File: src/rtl/wrchan_pkg.sv
package wrchan_pkg;

  typedef enum logic {
    PHASE_A = 1'b0,
    PHASE_B = 1'b1
  } coil_phase_e;

  typedef struct packed {
    logic multi_head;
    logic wr_leak;
    logic er_leak;
  } fault_t;

  // Index of each single-bit control in the synchronized bundle.
  localparam int unsigned CB_WR_EN_N   = 0;
  localparam int unsigned CB_WR_MODE_N = 1;
  localparam int unsigned CB_ERASE_N   = 2;
  localparam int unsigned CB_PULSE     = 3;
  localparam int unsigned CB_WCUR      = 4;
  localparam int unsigned CB_ECUR      = 5;
  localparam int unsigned CB_DENSE     = 6;
  localparam int unsigned CB_WIDTH     = 7;

endpackage

File: src/rtl/wrchan_sync.sv
module wrchan_sync #(
  parameter int unsigned W      = 1,
  parameter int unsigned STAGES = 2,
  parameter logic [W-1:0] RST_VAL = '0
) (
  input  logic         clk,
  input  logic         rst_n,
  input  logic [W-1:0] d,
  output logic [W-1:0] q
);

  logic [W-1:0] chain [STAGES];

  always_ff @(posedge clk or negedge rst_n) begin
    if (!rst_n) begin
      for (int i = 0; i < STAGES; i++) chain[i] <= RST_VAL;
    end else begin
      chain[0] <= d;
      for (int i = 1; i < STAGES; i++) chain[i] <= chain[i-1];
    end
  end

  assign q = chain[STAGES-1];

endmodule

File: src/rtl/wrchan_coil.sv
module wrchan_coil
  import wrchan_pkg::*;
(
  input  logic clk,
  input  logic rst_n,
  input  logic pulse_s,
  input  logic drive_en,
  output logic coil_a,
  output logic coil_b
);

  logic        pulse_prev;
  logic        pulse_rise;
  coil_phase_e phase;

  always_ff @(posedge clk or negedge rst_n) begin
    if (!rst_n) pulse_prev <= 1'b0;
    else        pulse_prev <= pulse_s;
  end

  assign pulse_rise = pulse_s & ~pulse_prev;

  always_ff @(posedge clk or negedge rst_n) begin
    if (!rst_n) begin
      phase <= PHASE_A;
    end else if (!drive_en) begin
      phase <= PHASE_A;
    end else if (pulse_rise) begin
      phase <= (phase == PHASE_A) ? PHASE_B : PHASE_A;
    end
  end

  assign coil_a = drive_en & (phase == PHASE_A);
  assign coil_b = drive_en & (phase == PHASE_B);

  // an idle cycle leaves the phase at A for the next write
  assert_phase_reset_R2: assert property (@(posedge clk) disable iff (!rst_n)
    !drive_en |=> (phase == PHASE_A));

  // an edge during a drive reverses the phase
  assert_pulse_flips_R1: assert property (@(posedge clk) disable iff (!rst_n)
    (drive_en && pulse_rise) |=> (drive_en -> (phase != $past(phase))) || !drive_en);

endmodule

File: src/rtl/wrchan_level.sv
module wrchan_level #(
  parameter int unsigned CYL_W      = 10,
  parameter int unsigned THR_SPARSE = 128,
  parameter int unsigned THR_DENSE  = 256
) (
  input  logic             clk,
  input  logic             rst_n,
  input  logic [CYL_W-1:0] cyl,
  input  logic             dense,
  input  logic             idle,
  output logic             level_hi
);

  localparam logic [CYL_W:0] LIM_SPARSE = (CYL_W+1)'(THR_SPARSE);
  localparam logic [CYL_W:0] LIM_DENSE  = (CYL_W+1)'(THR_DENSE);

  logic [CYL_W:0] limit;
  logic           want_hi;

  assign limit   = dense ? LIM_DENSE : LIM_SPARSE;
  assign want_hi = ({1'b0, cyl} < limit);

  always_ff @(posedge clk or negedge rst_n) begin
    if (!rst_n)    level_hi <= 1'b1;
    else if (idle) level_hi <= want_hi;
  end

  // no level change during a write
  assert_level_frozen_R5: assert property (@(posedge clk) disable iff (!rst_n)
    !idle |=> $stable(level_hi));

endmodule

File: src/rtl/wrchan_monitor.sv
module wrchan_monitor
  import wrchan_pkg::*;
#(
  parameter int unsigned HEADS = 4
) (
  input  logic             clk,
  input  logic             rst_n,
  input  logic [HEADS-1:0] head_s,
  input  logic             mode_n_s,
  input  logic             erase_n_s,
  input  logic             wcur_s,
  input  logic             ecur_s,
  input  logic             clr,
  output logic             emerg
);

  fault_t flt;
  logic   any_fault;

  assign flt.multi_head = ($countones(head_s) > 1);
  assign flt.wr_leak    = wcur_s & mode_n_s;
  assign flt.er_leak    = ecur_s & erase_n_s & mode_n_s;
  assign any_fault      = |flt;

  always_ff @(posedge clk or negedge rst_n) begin
    if (!rst_n)         emerg <= 1'b0;
    else if (any_fault) emerg <= 1'b1;
    else if (clr)       emerg <= 1'b0;
  end

  assert_multi_head_R6: assert property (@(posedge clk) disable iff (!rst_n)
    ($countones(head_s) > 1) |=> emerg);

  assert_sense_leak_R7: assert property (@(posedge clk) disable iff (!rst_n)
    ((wcur_s && mode_n_s) || (ecur_s && erase_n_s && mode_n_s)) |=> emerg);

  assert_latch_hold_R8: assert property (@(posedge clk) disable iff (!rst_n)
    (emerg && !clr) |=> emerg);

endmodule

File: src/rtl/wrchan_guard.sv
module wrchan_guard
  import wrchan_pkg::*;
#(
  parameter int unsigned HEADS       = 4,
  parameter int unsigned CYL_W       = 10,
  parameter int unsigned THR_SPARSE  = 128,
  parameter int unsigned THR_DENSE   = 256,
  parameter int unsigned SYNC_STAGES = 2
) (
  input  logic             clk,
  input  logic             rst_n,
  input  logic             wr_en_n,
  input  logic             wr_mode_n,
  input  logic             erase_en_n,
  input  logic             wdf_pulse,
  input  logic [HEADS-1:0] head_sel,
  input  logic [CYL_W-1:0] cyl_addr,
  input  logic             dense_mode,
  input  logic             wr_cur_sense,
  input  logic             er_cur_sense,
  input  logic             emerg_clr,
  output logic             coil_a,
  output logic             coil_b,
  output logic             erase_drive,
  output logic             level_hi,
  output logic             emerg_req
);

  localparam logic [CB_WIDTH-1:0] CB_RST =
    CB_WIDTH'((1 << CB_WR_EN_N) | (1 << CB_WR_MODE_N) | (1 << CB_ERASE_N));

  logic [CB_WIDTH-1:0] ctl_raw, ctl_s;
  logic [HEADS-1:0]    head_s;
  logic [CYL_W-1:0]    cyl_s;
  logic                write_act;

  always_comb begin
    ctl_raw               = '0;
    ctl_raw[CB_WR_EN_N]   = wr_en_n;
    ctl_raw[CB_WR_MODE_N] = wr_mode_n;
    ctl_raw[CB_ERASE_N]   = erase_en_n;
    ctl_raw[CB_PULSE]     = wdf_pulse;
    ctl_raw[CB_WCUR]      = wr_cur_sense;
    ctl_raw[CB_ECUR]      = er_cur_sense;
    ctl_raw[CB_DENSE]     = dense_mode;
  end

  wrchan_sync #(.W(CB_WIDTH), .STAGES(SYNC_STAGES), .RST_VAL(CB_RST)) u_sync_ctl (
    .clk(clk), .rst_n(rst_n), .d(ctl_raw), .q(ctl_s));

  wrchan_sync #(.W(HEADS), .STAGES(SYNC_STAGES), .RST_VAL('0)) u_sync_head (
    .clk(clk), .rst_n(rst_n), .d(head_sel), .q(head_s));

  wrchan_sync #(.W(CYL_W), .STAGES(SYNC_STAGES), .RST_VAL('0)) u_sync_cyl (
    .clk(clk), .rst_n(rst_n), .d(cyl_addr), .q(cyl_s));

  wrchan_monitor #(.HEADS(HEADS)) u_mon (
    .clk(clk), .rst_n(rst_n), .head_s(head_s),
    .mode_n_s(ctl_s[CB_WR_MODE_N]), .erase_n_s(ctl_s[CB_ERASE_N]),
    .wcur_s(ctl_s[CB_WCUR]), .ecur_s(ctl_s[CB_ECUR]),
    .clr(emerg_clr), .emerg(emerg_req));

  assign write_act = ~ctl_s[CB_WR_MODE_N] & ~ctl_s[CB_WR_EN_N] & ~emerg_req;

  wrchan_coil u_coil (
    .clk(clk), .rst_n(rst_n), .pulse_s(ctl_s[CB_PULSE]),
    .drive_en(write_act), .coil_a(coil_a), .coil_b(coil_b));

  wrchan_level #(.CYL_W(CYL_W), .THR_SPARSE(THR_SPARSE), .THR_DENSE(THR_DENSE)) u_level (
    .clk(clk), .rst_n(rst_n), .cyl(cyl_s), .dense(ctl_s[CB_DENSE]),
    .idle(ctl_s[CB_WR_MODE_N]), .level_hi(level_hi));

  assign erase_drive = ~emerg_req & (~ctl_s[CB_ERASE_N] | write_act);

  assert_coils_exclusive_R1: assert property (@(posedge clk) disable iff (!rst_n)
    !(coil_a && coil_b));

  assert_idle_no_drive_R2: assert property (@(posedge clk) disable iff (!rst_n)
    (ctl_s[CB_WR_MODE_N] || ctl_s[CB_WR_EN_N]) |-> (!coil_a && !coil_b));

  assert_erase_in_write_R3: assert property (@(posedge clk) disable iff (!rst_n)
    (coil_a || coil_b) |-> erase_drive);

  assert_emerg_forces_off_R9: assert property (@(posedge clk) disable iff (!rst_n)
    emerg_req |-> (!coil_a && !coil_b && !erase_drive));

endmodule

File: config.mk
export PLATFORM = sky130hd
export DESIGN_NAME = wrchan_guard
export DESIGN_NICKNAME = d
export VERILOG_FILES = /design/src/rtl/wrchan_pkg.sv /design/src/rtl/wrchan_sync.sv /design/src/rtl/wrchan_coil.sv /design/src/rtl/wrchan_level.sv /design/src/rtl/wrchan_monitor.sv /design/src/rtl/wrchan_guard.sv
export SDC_FILE = /design/constraint.sdc
export NUM_CORES = 1
export LEC_CHECK = 0
export BUFFER_PORTS_ARGS = -buffer_cell sky130_fd_sc_hd__buf_2
export CAP_MARGIN = 20
export CORE_AREA = 2 2 49 51
export CTS_CLUSTER_SIZE = 20
export DETAILED_ROUTE_END_ITERATION = 10
export DIE_AREA = 0 0 51 53
export GPL_TIMING_DRIVEN = 0
export PLACE_DENSITY = 0.74
export SLEW_MARGIN = 20
export SYNTH_ARGS = -nofsm -noshare
export SYNTH_HDL_FRONTEND = slang
export SYNTH_SLANG_ARGS = --single-unit
export TNS_END_PERCENT = 10
File: constraint.sdc
create_clock -name clk -period 1.9 [get_ports clk]
set_clock_uncertainty 0.2 [all_clocks]
set_input_delay 0.095 -clock clk [delete_from_list [all_inputs] [get_ports clk]]
set_output_delay 0.095 -clock clk [all_outputs]
set_load 0.05 [all_outputs]
Word-level counts from Yosys, hierarchy flattened
Index checks and enable logic that the tools add are counted.

word-level totals
  word-level logic and storage cells = 40
  input port bits = 24
  output and inout bits = 5
  flip-flop bits (word level) = 46

operators by class
  bitwise logic cells = 16
  equality and inequality tests = 1
  reductions and logical operators = 2
  order comparisons = 2
  multiplexer cells = 6
  $add $sub $neg = 3

operators by type and width
  operator                                                         count
  adder 32 bit                                                     1
  greater-than comparator 32 x 2 -> 1 bit (second input constant)  1
  less-than comparator 10 x 11 -> 1 bit                            1
  AND 1 bit                                                        9
  2-to-1 mux 9 bit                                                 1
  inverter 1 bit                                                   6
  2-to-1 mux 1 bit                                                 5
  adder 1 x 1 -> 2 bit                                             2
  OR reduction 3 bit                                               1
  inequality test 2 bit (second input constant)                    1
  nonzero test 2 bit                                               1
  bitwise OR 1 bit                                                 1

Depth between registers and ports, before layout
Gate-level depths: netlist of the first run.

  word-level depth = 5
  gate-level depth with buffers = 5
  gate-level depth less buffers = 5

By module
From an unflattened synthesis of the first run, not the netlist that was laid out.

second synthesis, totals
  cell total of the unflattened synthesis = 87
  area total of the unflattened synthesis = 1468.9 um^2

by module, submodules not included
  module                     times used  seq. area each (um^2)  cells an instance  area an instance (um^2)
  wrchan_sync (u_sync_cyl)   1           500.5                  30                 575.6
  wrchan_sync (u_sync_ctl)   1           357.8                  21                 410.4
  wrchan_sync (u_sync_head)  1           200.2                  12                 230.2
  wrchan_monitor             1           25.0                   8                  90.1
  wrchan_coil                1           50.0                   6                  80.1
  wrchan_level               1           26.3                   7                  66.3
  wrchan_guard               1           0.0                    3                  16.3

Worst setup path before layout of the first run
OpenSTA, ideal clock, no wires.

  path kind = reg-to-output
  start = register u_mon.emerg
  end = output port coil_b
  slack = -709 ps
  required time = 1605 ps
  arrival time = 2314 ps
  stages on the path, launching flop included = 2
  buffers on the path = 0
  cell sequence = dfrtp_1 nor4b_1

on the way
  word-level cells in the longest chain between the ends = 3

ends and longest elaborated chain
  item                      line                  text
  start: declaration        wrchan_monitor.sv:14  output logic emerg
  start signal: assignment  wrchan_monitor.sv:26  if (!rst_n) emerg <= 1'b0;
  start signal: assignment  wrchan_monitor.sv:27  else if (any_fault) emerg <= 1'b1;
  start signal: assignment  wrchan_monitor.sv:28  else if (clr) emerg <= 1'b0;
  inverter 1 bit            wrchan_guard.sv:63    assign write_act = ~ctl_s[CB_WR_MODE_N] & ~ctl_s[CB_WR_EN_N] & ~emerg_req;
  AND 1 bit                 wrchan_guard.sv:63
  AND 1 bit                 wrchan_coil.sv:34     assign coil_b = drive_en & (phase == PHASE_B);
  end: declaration          wrchan_guard.sv:23    output logic coil_b,

Every way passes these cells.

Worst setup path in the final report of the first run
  start = register u_sync_head.chain, in the netlist u_sync_head.q[2]
  end = register u_mon.emerg

on the way
  word-level cells in the longest chain between the ends = 5
  elaborated cells on any way between the ends = 6
  classes of those cells = add/sub (2); order compare (1); mux (1); reduce/logical (2)

ends and longest elaborated chain
  item                                                           line                  text
  start: declaration                                             wrchan_sync.sv:12     logic [W-1:0] chain [STAGES];
  adder 1 x 1 -> 2 bit (not written as such) *                   wrchan_monitor.sv:20  assign flt.multi_head = ($countones(head_s) > 1);
  adder 32 bit (not written as such) *                           wrchan_monitor.sv:20
  greater-than comparator 32 x 2 -> 1 bit *                      wrchan_monitor.sv:20
  OR reduction 3 bit *                                           wrchan_monitor.sv:23  assign any_fault = |flt;
  2-to-1 mux 1 bit / nonzero test 2 bit (equally long branches)  -

Every way passes the cells marked *; elsewhere a longest branch is shown, timed or not.
A chain may end at the register's enable or synchronous reset.

==> results_dict.tcl, run 1 <==
set metrics [dict create \
    wire_per_inst_um 10.2 \
    dp_slack_ps 92.2 \
    drv_cap 0 \
    p_leak_uw 0.000631 \
    fin_total_pwr_uw 1240 \
    cts_max_path_buffers 2 \
    syn_nets 81 \
    dr.pass1.iters 2 \
    fin_crit_ps 1800 \
    num-nets-final 125 \
    crit_path_start_kind "flip-flop" \
    cp.required_ps 1890 \
    critPathMaxFanout 1 \
    fp-row-count 17 \
    grt_overflow_total 0 \
    layout_worst_path_cycle_share_pct 94.9 \
    remaining_drc_errors 0 \
    grt_pass1_wl_mm 2.17 \
    yosysUniqueCellTypes 18 \
    synthesis.area_um2 981 \
    crit_path_end_kind "flip-flop" \
    vias 528 \
    p_per_area_nw_per_um2 916 \
    critPathKind "flip-flop to flip-flop" \
    maxSlewHeadroom_pct 57.1 \
    worstPathArrival_ps 1790 \
    layout_common_cells "dfrtp_1 (25), buf_2 (21), dlygate4sd3_1 (16), dfstp_2 (7), clkbuf_4 (5)" \
    ctsResizeCount 0 \
    layout-drive-gt1-share_pct 39.8 \
    rr_startpoint "u_sync_head.q[2]$_DFF_PN0_" \
    ir_drop_mv 0.494 \
    ff2ff_path_depth 5 \
    fp.coreArea_um2 2150 \
    seqCellArea_um2 810 \
    drt_iter0_drc 1 \
    syn_to_final_growth_pct 37.9 \
    gp_congestion 0.690 \
    dieWidth_um 51 \
    dieArea_um2 2700 \
    ios 29 \
    ys_ff_latch 32 \
    finalHoldViolCount 0 \
    cts_max_level 2 \
    final_common_cell "dfrtp_1" \
    seq_power_share_pct 60.0 \
    clk-insertion-delay-late_ps 310 \
    fillers 153 \
    p_switching_uw 276 \
    clkSinkCount 32 \
    die_height_um 53 \
    status "complete, no violations" \
    cts_tree "built" \
    grt_max_degree 33 \
    synthCells 53 \
    grt_use_total_pct 12.3 \
    multi_input_area_um2 173 \
    rsz0062_at_grt "false" \
    wl_mm 1.29 \
    power_frac_clock_pct 30.1 \
    port_buffers 21 \
    finalMaxSlewViolations 0 \
    initial_core_util_pct 45.7 \
    worstMarginPinSlew_ps 643 \
    hp-class "input port to asynchronous set/reset pin" \
    clk_pin_slew_ps 80 \
    finalSetupViolations 0 \
    grt_antenna_before_repair 0 \
    cts_root_buf "clkbuf_4" \
    combPwrFrac_pct 9.9 \
    postRouteAntennaNets 0 \
    fin_ws_ps 96.7 \
    synth.avg_cell_area_um2 18.5 \
    fin_tns_setup_ps 0 \
    numCtsBuffers 5 \
    rrSetupSlack_ps 100 \
    fin_util_pct 63.0 \
    synth_warnings 0 \
    internal-power_uw 962 \
    ys_seq_area_share_pct 82.5 \
    maxClockFrequency_mhz 555 \
    netSwitchingFraction_pct 22.3 \
    viasPerCell 4.19 \
    rr_endpoint "u_mon.emerg$_DFFE_PN0P_" \
    first_global_vias 523 \
    n_antenna_cell 0 \
]
-- how the worst max path moves through the flow --
stage	slack [ps]	startpoint	to
CTS	80	u_sync_head.q[2]$_DFF_PN0_	u_mon.emerg$_DFFE_PN0P_
detailed placement	90	u_sync_head.q[2]$_DFF_PN0_	u_mon.emerg$_DFFE_PN0P_
global placement	130	u_sync_head.q[2]$_DFF_PN0_	u_mon.emerg$_DFFE_PN0P_
global route	0.5	u_sync_head.q[2]$_DFF_PN0_	u_mon.emerg$_DFFE_PN0P_
finish	100	u_sync_head.q[2]$_DFF_PN0_	u_mon.emerg$_DFFE_PN0P_
floorplan	-30	u_mon.emerg$_DFFE_PN0P_	coil_b
-- timing repair --
| item | in CTS | in global routing |
|---|---|---|
| buffers inserted | 0 | 0 |
| hold endpoints to repair | 47 | 0 |
| hold buffers | 16 | 0 |
-- cell type report --
class	count	share of cell area (%)
Sequential cell	32	59.9
Timing Repair Buffer	37	19.6
Multi-Input combinational cell	18	12.8
Clock buffer	8	4.35
Tap cell	28	2.59
Inverter	3	0.833
-- worst max-delay path, cell delays in order, from the launching register on --
cell and delay (ps):
dfrtp_1 380, ha_1 270, and2_1 170, fa_1 440, nor2_1 120, o221ai_1 100
-- synthesized netlist by cell type --
library cell,instances,area [um^2]
a22o_1,1,8.76
dfstp_2,7,184
nor2b_4,1,13.8
and2_1,1,6.26
dfrtp_1,25,626
inv_1,2,7.51
xnor2_1,1,8.76
o21a_1,1,7.51
o21ai_0,1,5.00
nor4b_1,1,8.76
inv_2,1,3.75
nor2_1,2,7.51
nor3_2,1,10.0
a21oi_1,1,5.00
o221ai_1,1,8.76
fa_1,1,20.0
ha_1,3,37.5
nor4_1,2,12.5
-- kinds of logic after synthesis --
group | share of synthesized area [%]
buf+inv | 1.15
xor+xnor | 0.893
flops | 82.5
compound gates | 3.57
simple gates | 6.00
fa+ha+maj | 5.87
-- flip-flops by register name, indices dropped and copies added (netlist names) --
signal,cells
u_coil.phase,1
u_coil.pulse_prev,1
u_level.level_hi,1
u_mon.emerg,1
u_sync_ctl.chain,7
u_sync_ctl.q,7
u_sync_cyl.chain,3
u_sync_cyl.q,3
u_sync_head.chain,4
u_sync_head.q,4
-- power groups by stage --
| stage | clock network, uW | logic, uW | registers (uW) |
|---|---|---|---|
| 6_report | 373 | 122 | 744 |
| 5_1_grt | 425 | 136 | 749 |
| 4_1_cts | 395 | 124 | 744 |
| 3_5_place_dp | 0 | 98.8 | 758 |
| 3_3_place_gp | 0 | 96.2 | 755 |
| 2_1_floorplan | 0 | 38.7 | 772 |
-- metal layers --
layer | global-route usage (%) | wire [um]
met2 | 17.5 | 562
met1 | 13.6 | 585
met5 | 0 | 0
met4 | 10.8 | 38
met3 | 5.93 | 102
-- per-stage QoR --
step	cell area (um^2)	cells	hold slack, ps
CTS	1350	126	147
global route	1350	126	157
finish	1350	126	137
global placement	1130	102	-51.1
floorplan	993	53	-401
detailed placement	1130	102	-38.4
Power figures use the tool's default switching activity.
==> inputs of run 2 (changes only) <==
- CORE_AREA: 2 2 49 51 -> 2 2 77 50
- DIE_AREA: 0 0 51 53 -> 0 0 79 52
- PLACE_DENSITY: 0.74 -> 0.52
==> results_dict.tcl, run 2 (same netlist as run 1, synthesis figures left out) <==
set metrics [dict create \
    final_common_cell "dfrtp_1" \
    ir_drop_mv 0.483 \
    rr_endpoint "u_mon.emerg$_DFFE_PN0P_" \
    critPathMaxFanout 1 \
    p_leak_uw 0.000654 \
    n_antenna_cell 0 \
    wl_mm 1.29 \
    ios 29 \
    crit_path_end_kind "flip-flop" \
    finalSetupViolations 0 \
    dp_slack_ps 110 \
    p_per_area_nw_per_um2 1030 \
    maxClockFrequency_mhz 559 \
    die_height_um 52 \
    finalMaxSlewViolations 0 \
    hp-class "flip-flop to flip-flop" \
    rr_startpoint "u_sync_head.q[2]$_DFF_PN0_" \
    maxSlewHeadroom_pct 56.6 \
    dieWidth_um 79 \
    clk-insertion-delay-late_ps 270 \
    fillers 336 \
    whs_ps 147 \
    critPathKind "flip-flop to flip-flop" \
    fp.coreArea_um2 3450 \
    cts_root_buf "clkbuf_8" \
    grt_overflow_total 0 \
    fp-row-count 17 \
    vias 545 \
    grt_antenna_before_repair 0 \
    status "complete, no violations" \
    cts_max_path_buffers 2 \
    fin_ws_ps 110 \
    crit_path_start_kind "flip-flop" \
    worstMarginPinSlew_ps 651 \
    clk_pin_slew_ps 60 \
    grt_use_total_pct 8.14 \
    initial_core_util_pct 28.5 \
    layout-drive-gt1-share_pct 40.8 \
    whs_endpoint "u_sync_ctl.q[3]$_DFF_PN0_" \
    cp.required_ps 1840 \
    wire_per_inst_um 8.91 \
    rsz0062_at_grt "false" \
    remaining_drc_errors 0 \
    cts_tree "built" \
    syn_to_final_growth_pct 45.3 \
    viasPerCell 3.76 \
    rrSetupSlack_ps 110 \
    postRouteAntennaNets 0 \
    gp_congestion 0.636 \
    clkSinkCount 32 \
    num-nets-final 125 \
    dieArea_um2 4110 \
    first_global_vias 531 \
    grt_max_degree 33 \
    worstPathArrival_ps 1730 \
    fin_crit_ps 1790 \
    layout_worst_path_cycle_share_pct 94.2 \
    grt_pass1_wl_mm 2.32 \
    layout_common_cells "dfrtp_1 (25), buf_2 (21), dlygate4sd3_1 (16), dfstp_2 (7), clkbuf_8 (5)" \
    cts_setup_buffers 0 \
    drv_cap 0 \
    drt_iter0_drc 7 \
    min_from "u_sync_ctl.chain[10]$_DFF_PN0_" \
    ff2ff_path_depth 5 \
    finalHoldViolCount 0 \
    dr.pass1.iters 2 \
    cts_max_level 2 \
    whs_path_depth 0 \
    numCtsBuffers 5 \
    port_buffers 21 \
]
[run 2: cell type report]
class | instances | area [um^2] | area share, %
sequential | 32 | 810 | 56.8
timing repair buffer | 37 | 265 | 18.6
multi-input combinational | 18 | 173 | 12.1
clock buffer | 6 | 72.6 | 5.09
tap | 47 | 58.8 | 4.13
clock inverter | 2 | 35.0 | 2.46
inverter | 3 | 11.3 | 0.790
[run 2: worst max-delay path by stage]
stage                          startpoint                       to  slack (ps)  depth (start not counted)
2_1_floorplan     u_mon.emerg$_DFFE_PN0P_                   coil_b         -30                          1
3_3_place_gp   u_sync_head.q[2]$_DFF_PN0_  u_mon.emerg$_DFFE_PN0P_         120                          5
3_5_place_dp   u_sync_head.q[2]$_DFF_PN0_  u_mon.emerg$_DFFE_PN0P_         110                          5
4_1_cts        u_sync_head.q[2]$_DFF_PN0_  u_mon.emerg$_DFFE_PN0P_         100                          5
5_1_grt        u_sync_head.q[2]$_DFF_PN0_  u_mon.emerg$_DFFE_PN0P_          50                          5
6_report       u_sync_head.q[2]$_DFF_PN0_  u_mon.emerg$_DFFE_PN0P_         110                          5
[run 2: critical path, stage by stage, from the launching register on]
cell and delay [ps]:
dfrtp_1 360, ha_1 280, and2_1 160, fa_1 420
nor2_1 120, o221ai_1 110
[run 2: through the flow]
step                      cells  util, %  area (um^2)  setup TNS, ps  power (uW)
after floorplan              53        -          993          -26.6         810
after global placement      121     33.6         1160              0         854
after detailed placement    121     33.6         1160              0         857
after CTS                   145     41.4         1430              0        1500
after global routing        145     41.4         1430              0        1550
final                       145     41.4         1430              0        1470
[run 2: per-layer routing]
metal	track usage, %	up-vias	routed length (um)
met1	9.55	265	605
met5	0	-	0
met2	11.4	18	586
li1	-	262	-
met4	4.31	0	0
met3	5.21	0	99
[run 2: power by group]
group	leakage, uW	internal [uW]	switching, uW	total [uW]
combinational	0.000233	55.4	66.4	122
clock	0.0000552	388	216	604
sequential	0.000365	725	19.8	745
[run 2: timing repair]
item / CTS / global route
hold buffers: 16 / 0
hold endpoints to repair: 40 / 0
gates resized for setup: 0 / 0
